**src/rtl/tsb_pkg.sv**
```systemverilog
// Package: register map and bit positions shared by the bridge modules.
// Assumes: address decoding compares full bus_addr against these values.
package tsb_pkg;
    localparam int unsigned ADR_CTRL   = 0;  // enables + shared clock
    localparam int unsigned ADR_DOUT   = 1;  // shared data-out level
    localparam int unsigned ADR_DIN    = 2;  // packed sensor data-in
    localparam int unsigned CLK_BIT    = 4;  // clock bit inside control word
    localparam int unsigned MAX_SENSORS = 4;
endpackage

```
**src/rtl/tsb_sync.sv**
```systemverilog
// Module: tsb_sync
// Two-flop synchronizer, one independent chain per sensor input.
// Assumes: inputs are quasi-static levels; no reset so first two samples
// after power-up may be unknown.
module tsb_sync #(
    parameter int unsigned WIDTH = 3
) (
    input  logic             clk,
    input  logic [WIDTH-1:0] async_i,
    output logic [WIDTH-1:0] sync_o
);
    for (genvar g = 0; g < WIDTH; g++) begin : g_chain
        logic stage1;
        logic stage2;
        // Purpose: two-stage capture of one sensor line.
        always_ff @(posedge clk) begin
            stage1 <= async_i[g];
            stage2 <= stage1;
        end
        assign sync_o[g] = stage2;
    end
endmodule

```
**src/rtl/tsb_ctrl_regs.sv**
```systemverilog
// Module: tsb_ctrl_regs
// Holds the pin-side registers: sensor enables, shared clock, data-out
// level and the pending flag that gates the data-line output enable.
// Assumes: wr_ctrl and wr_dout are never high together (one address).
module tsb_ctrl_regs #(
    parameter int unsigned NUM_SENSORS = 3
) (
    input  logic                   clk,
    input  logic                   rst_n,
    input  logic                   wr_ctrl,
    input  logic                   wr_dout,
    input  logic [NUM_SENSORS-1:0] en_bits,
    input  logic                   clk_bit,
    input  logic                   dout_bit,
    output logic [NUM_SENSORS-1:0] en_q,
    output logic                   clk_q,
    output logic                   dout_q,
    output logic                   oe
);
    logic pending_q;

    // Purpose: per-sensor enables follow control writes.
    always_ff @(posedge clk) begin
        if (!rst_n)       en_q <= '0;
        else if (wr_ctrl) en_q <= en_bits;
    end

    // Purpose: shared clock level follows control writes, idles high.
    always_ff @(posedge clk) begin
        if (!rst_n)       clk_q <= 1'b1;
        else if (wr_ctrl) clk_q <= clk_bit;
    end

    // Purpose: shared data-out level follows data-out writes.
    always_ff @(posedge clk) begin
        if (!rst_n)       dout_q <= 1'b0;
        else if (wr_dout) dout_q <= dout_bit;
    end

    // Purpose: data pending from a data write until all sensors disabled.
    always_ff @(posedge clk) begin
        if (!rst_n)                        pending_q <= 1'b0;
        else if (wr_dout)                  pending_q <= 1'b1;
        else if (wr_ctrl && en_bits == '0) pending_q <= 1'b0;
    end

    // Purpose: drive the shared line only with pending data and a listener.
    always_comb oe = pending_q && (en_q != '0);
endmodule

```
**src/rtl/tsb_read_mux.sv**
```systemverilog
// Module: tsb_read_mux
// Registered read port: returns packed sensor data on the data-in
// address and zero everywhere else.
// Assumes: DATA_W >= NUM_SENSORS.
module tsb_read_mux #(
    parameter int unsigned NUM_SENSORS = 3,
    parameter int unsigned DATA_W      = 8
) (
    input  logic                   clk,
    input  logic                   rst_n,
    input  logic                   sel_din,
    input  logic [NUM_SENSORS-1:0] sns_sync,
    output logic [DATA_W-1:0]      rdata
);
    localparam int unsigned PAD_W = DATA_W - NUM_SENSORS;

    logic [DATA_W-1:0] packed_din;

    // Purpose: zero-extend the sensor bits to bus width.
    always_comb begin
        if (PAD_W == 0) packed_din = DATA_W'(sns_sync);
        else            packed_din = {{PAD_W{1'b0}}, sns_sync};
    end

    // Purpose: one-cycle registered read data.
    always_ff @(posedge clk) begin
        if (!rst_n)       rdata <= '0;
        else if (sel_din) rdata <= packed_din;
        else              rdata <= '0;
    end
endmodule

```
**src/rtl/tsense_bridge.sv**
```systemverilog
// Module: tsense_bridge (top)
// Register-bus bridge that bit-bangs up to four three-wire temperature
// sensors: per-sensor enables, one shared clock, one shared data-out
// line with output enable, and a parallel read of every sensor's output.
// Assumes: 1 <= NUM_SENSORS <= 4, DATA_W >= 5, single-cycle bus access.
module tsense_bridge #(
    parameter int unsigned NUM_SENSORS = 3,
    parameter int unsigned ADDR_W      = 4,
    parameter int unsigned DATA_W      = 8
) (
    input  logic                   clk,
    input  logic                   rst_n,
    input  logic [ADDR_W-1:0]      bus_addr,
    input  logic                   bus_we,
    input  logic [DATA_W-1:0]      bus_wdata,
    output logic [DATA_W-1:0]      bus_rdata,
    output logic [NUM_SENSORS-1:0] sns_en_o,
    output logic                   sns_clk_o,
    output logic                   sns_dq_o,
    output logic                   sns_dq_oe,
    input  logic [NUM_SENSORS-1:0] sns_dq_i
);
    import tsb_pkg::*;

    logic                   hit_ctrl, hit_dout, hit_din;
    logic                   wr_ctrl, wr_dout, rd_din;
    logic [NUM_SENSORS-1:0] din_sync;
    logic                   wdata_unused;

    // Purpose: address decode and strobe qualification.
    always_comb begin
        hit_ctrl = (bus_addr == ADDR_W'(ADR_CTRL));
        hit_dout = (bus_addr == ADDR_W'(ADR_DOUT));
        hit_din  = (bus_addr == ADDR_W'(ADR_DIN));
        wr_ctrl  = bus_we && hit_ctrl;
        wr_dout  = bus_we && hit_dout;
        rd_din   = !bus_we && hit_din;
    end

    assign wdata_unused = ^bus_wdata;

    tsb_ctrl_regs #(.NUM_SENSORS(NUM_SENSORS)) i_regs (
        .clk      (clk),
        .rst_n    (rst_n),
        .wr_ctrl  (wr_ctrl),
        .wr_dout  (wr_dout),
        .en_bits  (bus_wdata[NUM_SENSORS-1:0]),
        .clk_bit  (bus_wdata[CLK_BIT]),
        .dout_bit (bus_wdata[0]),
        .en_q     (sns_en_o),
        .clk_q    (sns_clk_o),
        .dout_q   (sns_dq_o),
        .oe       (sns_dq_oe)
    );

    tsb_sync #(.WIDTH(NUM_SENSORS)) i_sync (
        .clk     (clk),
        .async_i (sns_dq_i),
        .sync_o  (din_sync)
    );

    tsb_read_mux #(.NUM_SENSORS(NUM_SENSORS), .DATA_W(DATA_W)) i_rmux (
        .clk      (clk),
        .rst_n    (rst_n),
        .sel_din  (rd_din),
        .sns_sync (din_sync),
        .rdata    (bus_rdata)
    );
endmodule

```
**config.mk**
```make
export PLATFORM = sky130hd
export DESIGN_NAME = tsense_bridge
export DESIGN_NICKNAME = d
export VERILOG_FILES = /design/src/rtl/tsb_pkg.sv /design/src/rtl/tsb_sync.sv /design/src/rtl/tsb_ctrl_regs.sv /design/src/rtl/tsb_read_mux.sv /design/src/rtl/tsense_bridge.sv
export SDC_FILE = /design/constraint.sdc
export NUM_CORES = 1
export LEC_CHECK = 0
export ABC_AREA = 1
export BUFFER_PORTS_ARGS = -buffer_cell sky130_fd_sc_hd__buf_2
export CELL_PAD_IN_SITES_DETAIL_PLACEMENT = 0
export CELL_PAD_IN_SITES_GLOBAL_PLACEMENT = 2
export CORE_MARGIN = 2
export CORE_UTILIZATION = 22
export CTS_BUF_LIST = sky130_fd_sc_hd__clkbuf_8
export CTS_CLUSTER_DIAMETER = 30
export DETAILED_ROUTE_END_ITERATION = 8
export PLACE_DENSITY_LB_ADDON = 0.1
export REMOVE_ABC_BUFFERS = 1
export SYNTH_ARGS = -nofsm -noshare
export SYNTH_HDL_FRONTEND = slang
export SYNTH_SLANG_ARGS = --single-unit
```
**constraint.sdc**
```tcl
create_clock -name clk -period 0.9 [get_ports clk]
set_clock_uncertainty 0.05 [all_clocks]
set_input_delay 0.09 -clock clk [delete_from_list [all_inputs] [get_ports clk]]
set_output_delay 0.09 -clock clk [all_outputs]
set_load 0.1 [all_outputs]
```
==> out/qor.yml <==
outcome:
  status: "complete, but fails checks"
  violations: "negative setup slack"
worst_setup_path:
  worstPathRequired_ns: 0.76
  start_kind: "flop"
  cp.buffers_inverters: 1
  max_stage_delay_ns: 0.33
  path_delay_family: "compound AO/OA/AOI/OAI gates"
  crit_path_end_kind: "output port"
  path_max_fanout: 2
  path_cells: "o31a_1, buf_12"
  worst-setup-path-type: "reg2out"
  cp.arrival_ns: 1.07
  slowest_stage: "o31a_1"
floorplanning:
  dieArea_um2: 2780
  io_pins: 32
  start_util_pct: 23.4
  die-width_um: 52.8
  rows: 17
  die_y_um: 52.8
  core_region_area_um2: 2230
sta:
  setup_slack_ns: -0.309
  period_needed_ns: 1.21
  min_period_over_period_pct: 134
  tns_ns: -0.598
  drv_slew: 0
  fmax_mhz: 827
  finalHoldViolations: 0
  setup_viol: 6
  grt_setup_unrepaired: "yes"
routing:
  drc: 0
  viasPerCell: 3.65
  routed_wl_um: 1150
  drtIter0Drc: 3
  num_vias: 452
  drt-pass1-iter-count: 4
  postRouteAntennaNets: 0
  drt-wirelength-per-cell_um: 9.24
clock_network:
  cts_sinks: 15
  path_clk_slew_ns: 0.06
  cts-root-buf: "clkbuf_8"
  numCtsBuffers: 3
  clk_path_buf_depth: 2
  htreeDepth: 1
  insertion_delay_ns: 0.24
  cts_tree: "yes"
pwr:
  pwr-share-clk_pct: 36.4
  peakVddDrop_mv: 1.01
  p_switching_mw: 0.423
  p_leak_nw: 0.448
  swShare_pct: 28.4
  finalPower_mw: 1.49
  power.share.sequential_pct: 46.5
  p_comb_share_pct: 17.1
  intPower_mw: 1.07
  power_density_nw_per_um2: 1600
placement:
  placed_cell_area_um2: 841
  io_buffers: 22
  gp_congestion: 0.659
  dp_hpwl_um: 881
  dp_slack_ns: -0.0359
synth:
  ys_seq_area_share_pct: 57.4
  synthArstFlopShare_pct: 0
  yosysTopAreaCell: "dfxtp_1"
  syn_area_per_cell_um2: 8.72
  netlist_top_cells_count: "dfxtp_1, nor2_1, inv_1, nand2_1, buf_4"
  postSynthCellCount: 60
  yosys_warnings: 0
  netlist.area_leader.share_pct: 57.4
  yosysMostFrequentCell: "dfxtp_1"
  synth.distinct_cells: 16
  synth_area_um2: 523
  synth-edff-count: 0
  yosys-top-cells-area: "dfxtp_1, nor2_1, buf_4, inv_1, nand2_1"
  ys.flop_type: "dfxtp_1"
  synth_seq_cells: 15
worst_hold_path:
  hold_path.class: "in2reg"
global_routing:
  first_global_vias: 449
  gr-usage-all-layers_pct: 9.51
  grt_max_degree: 10
  overflow: 0
  grt_pass1_wl_um: 1880
  antenna_found_initial: 0
cells_and_area:
  num_antenna_cells: 0
  area_growth_syn_to_layout_pct: 78.5
  drive_gt1_share_pct: 46.9
  stdcell_area_um2: 933
  layout.nets: 115
  utilization_pct: 41.8
flow_run:
  maxCapViolCount: 0
[stage by stage]
step / hold WS (ns) / instances
2_1_floorplan: 0.0677 / 59
3_3_place_gp: 0.142 / 117
3_5_place_dp: 0.144 / 117
4_1_cts: 0.0129 / 124
5_1_grt: 0.0325 / 124
6_report: 0.0134 / 124
[area by class of cell]
cell class	instances	area (µm²)
Clock buffer	3	41.3
Tap cell	28	35.0
Clock inverter	1	5.00
Multi-Input combinational cell	36	170
Fill cell	236	1300
Timing Repair Buffer	33	343
Sequential cell	15	309
Inverter	8	30.0
[layout by cell type, fill, tap and decap left out]
cell type / Yosys / final
buf_2: 0 / 13
nor2_1: 12 / 12
buf_12: 0 / 9
dfxtp_1: 15 / 8
inv_1: 7 / 7
nand2_1: 7 / 7
dfxtp_2: 0 / 7
buf_4: 5 / 6
conb_1: 1 / 5
clkbuf_8: 0 / 3
dlygate4sd3_1: 0 / 3
nor2_4: 2 / 2
o21ai_1: 2 / 2
nand4_1: 2 / 2
buf_6: 0 / 2
o31a_1: 1 / 1
nand2_2: 1 / 1
inv_2: 1 / 1
o21ai_0: 1 / 1
nor3_1: 1 / 1
a21oi_1: 1 / 1
nand3_1: 1 / 1
clkinv_2: 0 / 1
[final timing paths]
kind,to,slack [ns],cells past startpoint,from
worst max-delay path,sns_dq_oe,-0.31,2,i_regs.en_q[0]
worst min-delay path,i_regs.clk_q,0.01,3,bus_wdata[4]
worst max register to register,i_regs.en_q[0],0.08,3,i_regs.en_q[0]
worst min register to register,i_sync.g_chain[2].stage2,0.28,0,i_sync.g_chain[2].stage1
[logic make-up (layout without fill, tap and decap cells)]
| group | count (synthesis) | in the layout | synth area share, % |
|---|---|---|---|
| buffers and inverters | 13 | 45 | 12.9 |
| AO/OA/AOI/OAI | 5 | 5 | 5.50 |
| flip-flops | 15 | 15 | 57.4 |
| other | 1 | 5 | 0.717 |
| AND/OR/NAND/NOR | 26 | 26 | 23.4 |
[layer usage]
layer	GRT usage [%]	vias up	share of wire (%)
li1	-	246	-
met3	2.00	2	5.0
met1	11.8	190	49
met4	6.41	0	0.79
met2	14.6	14	45
met5	0	-	0
[tightest hold or removal path, cell delays in order]
cell and delay (ns):
buf_2 0.07, nand2_1 0.04, nand3_1 0.07
[power by group through the flow]
stage	sequential, mW	combinational (mW)	clock, mW
after global placement	0.707	0.244	0
after detailed placement	0.707	0.244	0
after floorplan	0.746	0.118	0
final	0.693	0.254	0.543
after global routing	0.694	0.270	0.594
after CTS	0.693	0.256	0.556
[sequential cells by signal, summed over array words and instances (netlist names)]
| register | flops |
|---|---|
| i_sync.g_chain.stage2 | 3 |
| i_sync.g_chain.stage1 | 3 |
| i_regs.clk_q | 1 |
| i_rmux.rdata | 3 |
| i_regs.dout_q | 1 |
| i_regs.en_q | 3 |
| i_regs.pending_q | 1 |
[what timing repair did]
item,in CTS,in global routing
endpoints found under the setup margin,9,9
endpoints found under the hold margin,3,0
buffers inserted,0,1
hold buffers,3,0
gates resized for setup,9,1
pin swaps,0,1
(Power assumes the default switching activity.)
